## config.mk

```make
export PLATFORM = sky130hd
export DESIGN_NAME = rg_top
export DESIGN_NICKNAME = d
export VERILOG_FILES = /design/src/rtl/rg_pkg.sv /design/src/rtl/rg_ctrl.sv /design/src/rtl/rg_raster.sv /design/src/rtl/rg_fetch.sv /design/src/rtl/rg_top.sv
export SDC_FILE = /design/constraint.sdc
export NUM_CORES = 2
export LEC_CHECK = 0
export CAP_MARGIN = 20
export CORE_MARGIN = 2
export CORE_UTILIZATION = 60
export DETAILED_ROUTE_END_ITERATION = 8
export DONT_BUFFER_PORTS = 1
export PLACE_DENSITY_LB_ADDON = 0.25
export SLEW_MARGIN = 15
export SYNTH_ARGS = -nofsm -noshare
export SYNTH_HDL_FRONTEND = slang
export SYNTH_SLANG_ARGS = --single-unit
```

## constraint.sdc

```tcl
create_clock -name clk -period 14.4 [get_ports clk]
set_clock_uncertainty 0.1 [all_clocks]
set_input_delay 4.32 -clock clk [delete_from_list [all_inputs] [get_ports clk]]
set_output_delay 4.32 -clock clk [all_outputs]
set_load 0.005 [all_outputs]
```

## src/rtl/rg_pkg.sv

```systemverilog
package rg_pkg;
    parameter int unsigned TW     = 12;
    parameter int unsigned PW     = 2 * TW;
    parameter int unsigned FILL_W = 8;
    parameter logic [FILL_W-1:0] FILL_BORDER = 8'h00;
    parameter logic [FILL_W-1:0] FILL_UNDER  = 8'hFF;

    typedef logic [TW-1:0] tval_t;

    typedef enum logic [1:0] {
        IF_GENERIC = 2'd0,
        IF_DSI     = 2'd1,
        IF_DP      = 2'd2,
        IF_OTHER   = 2'd3
    } itf_e;

    typedef enum logic [1:0] {
        ST_IDLE = 2'd0,
        ST_PREP = 2'd1,
        ST_RUN  = 2'd2
    } st_e;

    typedef struct packed {
        tval_t act;
        tval_t ss;
        tval_t se;
        tval_t tot;
    } axis_mode_t;

    typedef struct packed {
        axis_mode_t h;
        axis_mode_t v;
        logic       h_neg;
        logic       v_neg;
        itf_e       itf;
        logic       wide;
    } rg_mode_t;

    typedef struct packed {
        tval_t act;
        tval_t fp;
        tval_t sw;
        tval_t bp;
        tval_t tot;
    } axis_tim_t;

    typedef struct packed {
        axis_tim_t h;
        axis_tim_t v;
        logic      h_neg;
        logic      v_neg;
        logic      valid;
    } rg_tim_t;

    function automatic logic rg_axis_bad(axis_mode_t a);
        return (a.tot < a.se) || (a.ss < a.act) || (a.se < a.ss);
    endfunction

    function automatic axis_tim_t rg_split(axis_mode_t a);
        axis_tim_t t;
        t.act = a.act;
        t.fp  = a.ss - a.act;
        t.sw  = a.se - a.ss;
        t.bp  = a.tot - a.se;
        t.tot = a.tot;
        return t;
    endfunction

    function automatic rg_tim_t rg_derive(rg_mode_t m);
        rg_tim_t t;
        logic    fold;
        t.h  = rg_split(m.h);
        t.v  = rg_split(m.v);
        fold = (m.itf == IF_DP) && m.wide;
        if (fold) begin
            t.h.bp  = t.h.bp + t.h.fp;
            t.h.fp  = '0;
            t.v.bp  = t.v.bp + t.v.fp;
            t.v.fp  = '0;
            t.h.act = t.h.act >> 1;
            t.h.bp  = t.h.bp >> 1;
            t.h.sw  = t.h.sw >> 1;
        end
        t.h.tot = t.h.act + t.h.fp + t.h.sw + t.h.bp;
        t.v.tot = t.v.act + t.v.fp + t.v.sw + t.v.bp;
        t.h_neg = m.h_neg && (m.itf != IF_DSI);
        t.v_neg = m.v_neg && (m.itf != IF_DSI);
        t.valid = !rg_axis_bad(m.h) && !rg_axis_bad(m.v) &&
                  (t.h.tot != '0) && (t.v.tot != '0);
        return t;
    endfunction

    function automatic tval_t rg_prefetch_lines(axis_tim_t v, tval_t worst);
        logic [TW:0] s;
        logic [TW:0] need;
        s = {1'b0, v.bp} + {1'b0, v.sw};
        if (s >= {1'b0, worst}) begin
            return '0;
        end
        need = {1'b0, worst} - s;
        if ({1'b0, v.fp} < need) begin
            return v.fp;
        end
        return need[TW-1:0];
    endfunction

    function automatic logic rg_in_sync(tval_t p, axis_tim_t a);
        return p < a.sw;
    endfunction

    function automatic logic rg_in_active(tval_t p, axis_tim_t a);
        logic [TW:0] lo;
        logic [TW:0] hi;
        lo = {1'b0, a.sw} + {1'b0, a.bp};
        hi = lo + {1'b0, a.act};
        return ({1'b0, p} >= lo) && ({1'b0, p} < hi);
    endfunction
endpackage

```

## src/rtl/rg_ctrl.sv

```systemverilog
module rg_ctrl
    import rg_pkg::*;
(
    input  logic     clk,
    input  logic     rst,
    input  logic     enable,
    input  rg_mode_t mode_in,
    input  logic     frame_end,
    output rg_tim_t  tim,
    output logic     running,
    output logic     mode_err,
    output logic     done
);
    st_e      st_q;
    rg_mode_t shadow_q;
    rg_tim_t  tim_q;
    rg_tim_t  drv_c;
    logic     err_q;
    logic     done_q;

    assign drv_c = rg_derive(shadow_q);

    always_ff @(posedge clk) begin
        if (rst) begin
            st_q     <= ST_IDLE;
            shadow_q <= '0;
            tim_q    <= '0;
            err_q    <= 1'b0;
            done_q   <= 1'b0;
        end else begin
            done_q <= 1'b0;
            case (st_q)
                ST_IDLE: begin
                    shadow_q <= mode_in;
                    if (enable) st_q <= ST_PREP;
                end
                ST_PREP: begin
                    tim_q <= drv_c;
                    if (!enable) begin
                        st_q <= ST_IDLE;
                    end else if (drv_c.valid) begin
                        st_q  <= ST_RUN;
                        err_q <= 1'b0;
                    end else begin
                        st_q  <= ST_IDLE;
                        err_q <= 1'b1;
                    end
                end
                ST_RUN: begin
                    if (frame_end && !enable) begin
                        st_q   <= ST_IDLE;
                        done_q <= 1'b1;
                    end
                end
                default: st_q <= ST_IDLE;
            endcase
        end
    end

    assign tim      = tim_q;
    assign running  = (st_q == ST_RUN);
    assign mode_err = err_q;
    assign done     = done_q;

    // the copied mode does not move while the raster runs
    p_shadow_frozen_r10: assert property (@(posedge clk) disable iff (rst)
        (st_q == ST_RUN && $past(st_q) == ST_RUN) |-> ($stable(shadow_q) && $stable(tim_q)));

    // the stop report follows a running frame
    p_done_from_run_r9: assert property (@(posedge clk) disable iff (rst)
        done_q |-> (st_q == ST_IDLE && $past(st_q) == ST_RUN));

    // the raster only starts on an accepted mode
    p_start_valid_r2: assert property (@(posedge clk) disable iff (rst)
        (st_q == ST_RUN && $past(st_q) == ST_PREP) |-> tim_q.valid);
endmodule

```

## src/rtl/rg_raster.sv

```systemverilog
module rg_raster
    import rg_pkg::*;
#(
    parameter int unsigned FW = 16
) (
    input  logic          clk,
    input  logic          rst,
    input  logic          run,
    input  rg_tim_t       tim,
    output logic [PW-1:0] pix,
    output logic [FW-1:0] fcount,
    output tval_t         line_no,
    output logic          frame_end,
    output logic          hs_on,
    output logic          vs_on,
    output logic          de_on,
    output logic          vblank
);
    localparam int unsigned NAX = 2;

    tval_t         h_q;
    tval_t         v_q;
    logic [PW-1:0] pix_q;
    logic [FW-1:0] fc_q;
    logic          h_last;
    logic          v_last;

    tval_t     pos  [NAX];
    axis_tim_t ax   [NAX];
    logic      in_s [NAX];
    logic      in_a [NAX];

    assign pos[0] = h_q;
    assign pos[1] = v_q;
    assign ax[0]  = tim.h;
    assign ax[1]  = tim.v;

    for (genvar g = 0; g < NAX; g++) begin : g_axis
        assign in_s[g] = rg_in_sync(pos[g], ax[g]);
        assign in_a[g] = rg_in_active(pos[g], ax[g]);
    end

    assign h_last    = (h_q == tim.h.tot - 1'b1);
    assign v_last    = (v_q == tim.v.tot - 1'b1);
    assign frame_end = run && h_last && v_last;

    always_ff @(posedge clk) begin
        if (rst || !run) begin
            h_q   <= '0;
            v_q   <= '0;
            fc_q  <= '0;
            pix_q <= PW'(1);
        end else begin
            pix_q <= frame_end ? PW'(1) : pix_q + 1'b1;
            if (h_last) begin
                h_q <= '0;
                if (v_last) begin
                    v_q  <= '0;
                    fc_q <= fc_q + 1'b1;
                end else begin
                    v_q <= v_q + 1'b1;
                end
            end else begin
                h_q <= h_q + 1'b1;
            end
        end
    end

    assign pix     = pix_q;
    assign fcount  = fc_q;
    assign line_no = run ? (v_q + 1'b1) : '0;
    assign hs_on   = run && in_s[0];
    assign vs_on   = run && in_s[1];
    assign de_on   = run && in_a[0] && in_a[1];
    assign vblank  = run && (h_q == '0) && (v_q == '0);

    // pixel position stays inside the line
    p_hpos_range_r1: assert property (@(posedge clk) disable iff (rst)
        run |-> (h_q < tim.h.tot));

    // line position stays inside the frame
    p_vpos_range_r12: assert property (@(posedge clk) disable iff (rst)
        run |-> (v_q < tim.v.tot));

    // frame count steps by one, at a frame start
    p_frame_step_r11: assert property (@(posedge clk) disable iff (rst)
        (run && $past(run) && (fc_q != $past(fc_q))) |-> ((fc_q == $past(fc_q) + 1'b1) && vblank));
endmodule

```

## src/rtl/rg_fetch.sv

```systemverilog
module rg_fetch
    import rg_pkg::*;
#(
    parameter int unsigned WORST_LINES = 24,
    parameter int unsigned FW          = 16
) (
    input  logic          clk,
    input  logic          rst,
    input  logic          run,
    input  rg_tim_t       tim,
    input  logic [PW-1:0] pix,
    input  tval_t         line_no,
    input  logic [FW-1:0] fcount,
    output logic          strobe,
    output logic [FW-1:0] fcount_rb
);
    localparam tval_t WORST = tval_t'(WORST_LINES);

    tval_t         pf_lines;
    logic          pf_on;
    logic [PW-1:0] target;
    logic [TW:0]   fp_floor;
    logic          in_fp_line;

    assign pf_lines = rg_prefetch_lines(tim.v, WORST);
    assign pf_on    = (pf_lines != '0);
    assign target   = PW'(tim.v.tot - pf_lines) * PW'(tim.h.tot) + PW'(1);
    assign strobe   = run && pf_on && (pix == target);

    assign fp_floor   = {1'b0, tim.v.tot} - {1'b0, tim.v.fp};
    assign in_fp_line = ({1'b0, line_no} > fp_floor) && (line_no <= tim.v.tot);
    assign fcount_rb  = (run && pf_on && in_fp_line) ? fcount + 1'b1 : fcount;

    // the strobe lands on a front-porch line
    p_strobe_in_porch_r6: assert property (@(posedge clk) disable iff (rst)
        strobe |-> ({1'b0, line_no} > fp_floor));

    // the read-back count is never more than one ahead
    p_rb_step_r8: assert property (@(posedge clk) disable iff (rst)
        (fcount_rb == fcount) || (fcount_rb == fcount + 1'b1));
endmodule

```

## src/rtl/rg_top.sv

```systemverilog
module rg_top
    import rg_pkg::*;
#(
    parameter int unsigned WORST_LINES = 24,
    parameter int unsigned FW          = 16
) (
    input  logic              clk,
    input  logic              rst,
    input  logic              enable,
    input  logic [TW-1:0]     h_active,
    input  logic [TW-1:0]     h_sync_start,
    input  logic [TW-1:0]     h_sync_end,
    input  logic [TW-1:0]     h_total,
    input  logic [TW-1:0]     v_active,
    input  logic [TW-1:0]     v_sync_start,
    input  logic [TW-1:0]     v_sync_end,
    input  logic [TW-1:0]     v_total,
    input  logic              hsync_neg,
    input  logic              vsync_neg,
    input  logic [1:0]        intf_sel,
    input  logic              wide_bus,
    input  logic              underflow,
    output logic              hsync,
    output logic              vsync,
    output logic              de,
    output logic              fill_valid,
    output logic [FILL_W-1:0] fill_data,
    output logic              fetch_strobe,
    output logic              vblank,
    output logic [TW-1:0]     line_count,
    output logic [FW-1:0]     frame_count,
    output logic [FW-1:0]     frame_count_rb,
    output logic              active,
    output logic              mode_err,
    output logic              disable_done
);
    rg_mode_t      mode_in;
    rg_tim_t       tim;
    logic          running;
    logic          frame_end;
    logic [PW-1:0] pix;
    logic [FW-1:0] fcount;
    tval_t         line_no;
    logic          hs_on;
    logic          vs_on;
    logic          de_on;

    always_comb begin
        mode_in.h.act = h_active;
        mode_in.h.ss  = h_sync_start;
        mode_in.h.se  = h_sync_end;
        mode_in.h.tot = h_total;
        mode_in.v.act = v_active;
        mode_in.v.ss  = v_sync_start;
        mode_in.v.se  = v_sync_end;
        mode_in.v.tot = v_total;
        mode_in.h_neg = hsync_neg;
        mode_in.v_neg = vsync_neg;
        mode_in.itf   = itf_e'(intf_sel);
        mode_in.wide  = wide_bus;
    end

    rg_ctrl u_ctrl (
        .clk       (clk),
        .rst       (rst),
        .enable    (enable),
        .mode_in   (mode_in),
        .frame_end (frame_end),
        .tim       (tim),
        .running   (running),
        .mode_err  (mode_err),
        .done      (disable_done)
    );

    rg_raster #(.FW(FW)) u_raster (
        .clk       (clk),
        .rst       (rst),
        .run       (running),
        .tim       (tim),
        .pix       (pix),
        .fcount    (fcount),
        .line_no   (line_no),
        .frame_end (frame_end),
        .hs_on     (hs_on),
        .vs_on     (vs_on),
        .de_on     (de_on),
        .vblank    (vblank)
    );

    rg_fetch #(.WORST_LINES(WORST_LINES), .FW(FW)) u_fetch (
        .clk       (clk),
        .rst       (rst),
        .run       (running),
        .tim       (tim),
        .pix       (pix),
        .line_no   (line_no),
        .fcount    (fcount),
        .strobe    (fetch_strobe),
        .fcount_rb (frame_count_rb)
    );

    assign hsync       = hs_on ^ tim.h_neg;
    assign vsync       = vs_on ^ tim.v_neg;
    assign de          = de_on;
    assign fill_valid  = running && (!de_on || underflow);
    assign fill_data   = (de_on && underflow) ? FILL_UNDER : FILL_BORDER;
    assign line_count  = line_no;
    assign frame_count = fcount;
    assign active      = running;

    // nothing leaves an idle or rejected block
    p_idle_quiet_r2: assert property (@(posedge clk) disable iff (rst)
        !active |-> (!de && !vblank && !fetch_strobe && !fill_valid));
endmodule

```

==> results.py <==
metrics = {
    "run_status": {
        "outcome": "finished with violations",
        "violations": "negative setup slack",
    },
    "pwr": {
        "netSwitchingPower_mw": 3.47,
        "power_frac_seq_pct": 12.8,
        "p_clk_share_pct": 11.2,
        "ir_worst_vdd_mv": 0.246,
        "combPwrFrac_pct": 75.9,
        "p_per_area_nw_per_um2": 225,
        "static-leakage-power_nw": 14.6,
        "switching_share_pct": 46.2,
        "intPower_mw": 4.04,
    },
    "timing": {
        "final_hold_viol_count": 0,
        "rsz0062_at_grt": "true",
        "max_slew_margin_pct": 27.3,
        "worst_pin_slew_ns": 1.09,
        "setup_slack_ns": -0.912,
        "fin_crit_ns": 15.31,
        "period_share_pct": 106,
        "whs_ns": 0.357,
        "setup_violations": 1,
        "report.final.slew_viol_count": 0,
        "fmax_mhz": 65.3,
    },
    "setup_path": {
        "cp.required_ns": 9.98,
        "cp_data_arrival_time_ns": 10.89,
        "worstSetupPathType": "reg2out",
        "worstSetupEndpointType": "output pin",
        "cpPeakStageDelay_ns": 0.54,
        "crit_path_start_kind": "flip-flop",
        "crit_slowest_cell": "fa_1",
        "crit_top_cell": "buf_4",
        "crit_fanout": 6,
    },
    "cts": {
        "root_buffer": "clkbuf_16",
        "cts.htree.levels": 2,
        "cts-hold-fix-buffers": 0,
        "cts_buffer_depth": 3,
        "cts_sinks": 279,
        "cts_tree": "done",
        "clkLatencyLatePin_ns": 0.57,
        "cts.reportedPaths.clkPinSlew_ns": 0.06,
        "cts_buffers": 34,
    },
    "final_layout": {
        "fin_nets": 4490,
        "seqCellArea_sq_um": 5590,
        "drive_gt1_share_pct": 11.3,
        "antennaDiodeCount": 0,
        "multiInputGateArea_sq_um": 22800,
        "area_growth_pct": 11.6,
        "fillers": 4267,
    },
    "synthesis": {
        "ys_warn_count": 0,
        "post_synth_num_cell_types": 96,
        "synth_nets": 4395,
        "yosysSeqAreaShare_pct": 18.7,
        "syn-cell-area_sq_um": 29800,
        "synthCells": 3747,
        "synth_seq_cells": 279,
        "synthArstFlopShare_pct": 0,
        "avgSynthCellArea_sq_um": 7.96,
        "synth-edff-count": 0,
        "synth_flop_cell": "dfxtp_1",
    },
    "routing": {
        "num_vias": 26000,
        "drc": 0,
        "first_pass_iters": 5,
        "wirelength_microns": 78300,
        "final_antenna_net_count": 0,
        "avgRoutedWirePerCell_microns": 17.3,
        "drt_iter0_drc": 1620,
        "vias_per_cell": 5.73,
    },
    "die": {
        "row_count": 81,
        "initial_core_util_pct": 60.8,
        "ios": 166,
        "core_area_sq_um": 49100,
        "die_x_microns": 227,
        "fp.dieArea_sq_um": 51500,
        "die_h_microns": 227,
    },
    "min_path": {
        "hold_class": "reg2reg",
    },
    "placement": {
        "detailed_place_hpwl_microns": 61300,
        "dp_worst_setup_slack_ns": -0.619,
        "port-buffer-count": 0,
        "gp_congestion": 0.946,
    },
    "grt": {
        "grt_pass1_wl_microns": 127000,
        "grt-ovfl-total": 0,
        "first_global_vias": 25500,
        "grt_use_total_pct": 30.7,
        "antenna_found_initial": 1,
        "grt_max_degree": 207,
    },
    "run": {
        "drv_cap": 0,
    },
}
final timing paths:
check,start,end,slack (ns),cells after the start
worst max-delay path,u_ctrl.tim[15],fetch_strobe,-0.91,50
worst min-delay path,u_ctrl.shadow_q[5],u_ctrl.shadow_q[5],0.36,2
worst max register to register,u_ctrl.shadow_q[65],u_ctrl.mode_err,7.11,23
worst min register to register,u_ctrl.shadow_q[5],u_ctrl.shadow_q[5],0.36,2
synthesized netlist by cell type (7+ instances only):
cell | count | area [sq um]
nor2b_1 | 49 | 307
nor2_1 | 268 | 1010
o41ai_1 | 7 | 61.3
xnor2_1 | 178 | 1560
buf_1 | 7 | 26.3
inv_1 | 368 | 1380
a2111oi_0 | 7 | 61.3
fa_1 | 200 | 4000
nand2b_1 | 35 | 219
a211oi_1 | 30 | 225
o21ai_0 | 142 | 711
o21a_1 | 43 | 323
a21oi_1 | 309 | 1550
a21o_1 | 71 | 533
o21bai_1 | 22 | 165
a211o_1 | 8 | 70.1
o31ai_1 | 11 | 82.6
clkbuf_1 | 129 | 484
nand2_4 | 9 | 101
nand4_1 | 26 | 163
nand2_1 | 585 | 2200
or3_1 | 15 | 93.8
o31a_1 | 8 | 70.1
xor2_1 | 109 | 955
nor3_1 | 66 | 330
buf_4 | 9 | 67.6
mux2i_1 | 13 | 130
a31oi_1 | 17 | 106
nand3_1 | 55 | 275
o211ai_1 | 12 | 90.1
nor4_1 | 26 | 163
dfxtp_1 | 279 | 5590
and3_1 | 35 | 219
o211a_1 | 7 | 70.1
and2_1 | 84 | 526
or2_2 | 17 | 106
ha_1 | 343 | 4290
o2111ai_1 | 8 | 70.1
or4_1 | 9 | 67.6
xnor2_2 | 11 | 179
critical path, delay by kind of cell, from the launching register on:
family / cells / cell delay, ns
AOI/OAI and AO/OA: 16 / 2.83
buffers and inverters: 9 / 1.04
DFF: 1 / 0.36
adders and majority gates: 10 / 3.79
and+or+nand+nor: 13 / 2.00
xor gates and xnor gates: 2 / 0.30
logic make-up (layout without fill, tap and decap cells):
| logic type | after synthesis | after routing | share of synthesized area (%) |
|---|---|---|---|
| multiplexers | 20 | 20 | 0.701 |
| flip-flops | 279 | 279 | 18.7 |
| buffers and inverters | 523 | 641 | 6.78 |
| AND/OR/NAND/NOR | 1306 | 1307 | 20.1 |
| XOR/XNOR | 305 | 305 | 9.51 |
| adder cells (fa/ha/maj) | 543 | 543 | 27.8 |
| AO/OA/AOI/OAI | 771 | 771 | 16.3 |
through the flow:
step | instance area, sq um | utilization, % | setup TNS, ns | total power, mW | std cells
floorplan | 30000 | - | 0 | 4.82 | 3747
global placement | 31600 | 64.5 | -0.389 | 6.15 | 4448
detailed placement | 31600 | 64.5 | -0.619 | 6.26 | 4448
CTS | 33000 | 67.3 | -1.02 | 7.30 | 4516
global route | 33300 | 67.9 | -1.43 | 8.23 | 4530
finish | 33300 | 67.9 | -0.912 | 7.51 | 4530
power by group through the flow:
stage | sequential [mW] | combinational [mW] | clock [mW]
after floorplan | 0.884 | 3.94 | 0
after CTS | 0.956 | 5.48 | 0.859
after global routing | 0.968 | 6.38 | 0.888
after detailed placement | 0.972 | 5.29 | 0
final | 0.964 | 5.70 | 0.843
after global placement | 0.971 | 5.18 | 0
cells in the final DEF (no fill, tap or decap), drive strengths merged, types with 9 or more instances in the layout:
| cell | instances |
|---|---|
| and2 | 84 |
| xor2 | 112 |
| o21bai | 22 |
| o211ai | 17 |
| or2 | 19 |
| nor2 | 268 |
| nor4 | 27 |
| nand4 | 26 |
| mux2i | 13 |
| buf | 210 |
| a31oi | 18 |
| or4 | 9 |
| and3 | 36 |
| clkbuf | 48 |
| nor2b | 49 |
| dfxtp | 279 |
| ha | 343 |
| fa | 200 |
| nor3 | 67 |
| a21oi | 311 |
| clkinv | 9 |
| xnor2 | 190 |
| or3 | 15 |
| o21ai | 145 |
| inv | 372 |
| o31ai | 11 |
| a211oi | 31 |
| nand2b | 35 |
| a21o | 71 |
| nand2 | 594 |
| o21a | 43 |
| a2111oi | 9 |
| nand3 | 55 |
area by class of cell:
type                       instances  area share [%]
multi-input combinational       2946            68.5
clock buffer                      48            2.98
tap                              664            2.50
timing repair buffer             210            4.78
clock inverter                    12           0.252
sequential                       279            16.8
inverter                         371            4.19
flip-flops by register name, summed over array words and instances (netlist names):
name             flops
u_ctrl.done          1
u_raster.v_q        12
u_ctrl.drv_c        12
u_ctrl.shadow_q     89
u_ctrl.tim         110
u_ctrl.st_q          2
u_raster.pix        24
u_raster.fcount     16
u_raster.h_q        12
u_ctrl.mode_err      1
per-layer routing:
layer / up-vias / part of all wire (%) / GRT usage [%] / wire [microns]
met4: 2 / 3.5 / 11.4 / 2770
met2: 712 / 47 / 51.9 / 36700
met5: - / 0.017 / 0 / 13
met1: 12300 / 43 / 40.1 / 34000
li1: 12800 / - / - / -
met3: 177 / 6.1 / 4.38 / 4810
repair_timing:
action,4_1_cts,5_1_grt
resized for setup,43,45
gates cloned,0,1
setup buffers,8,14
setup endpoints to repair,1,1
pin swaps,50,72
Power figures use the tool's default switching activity.
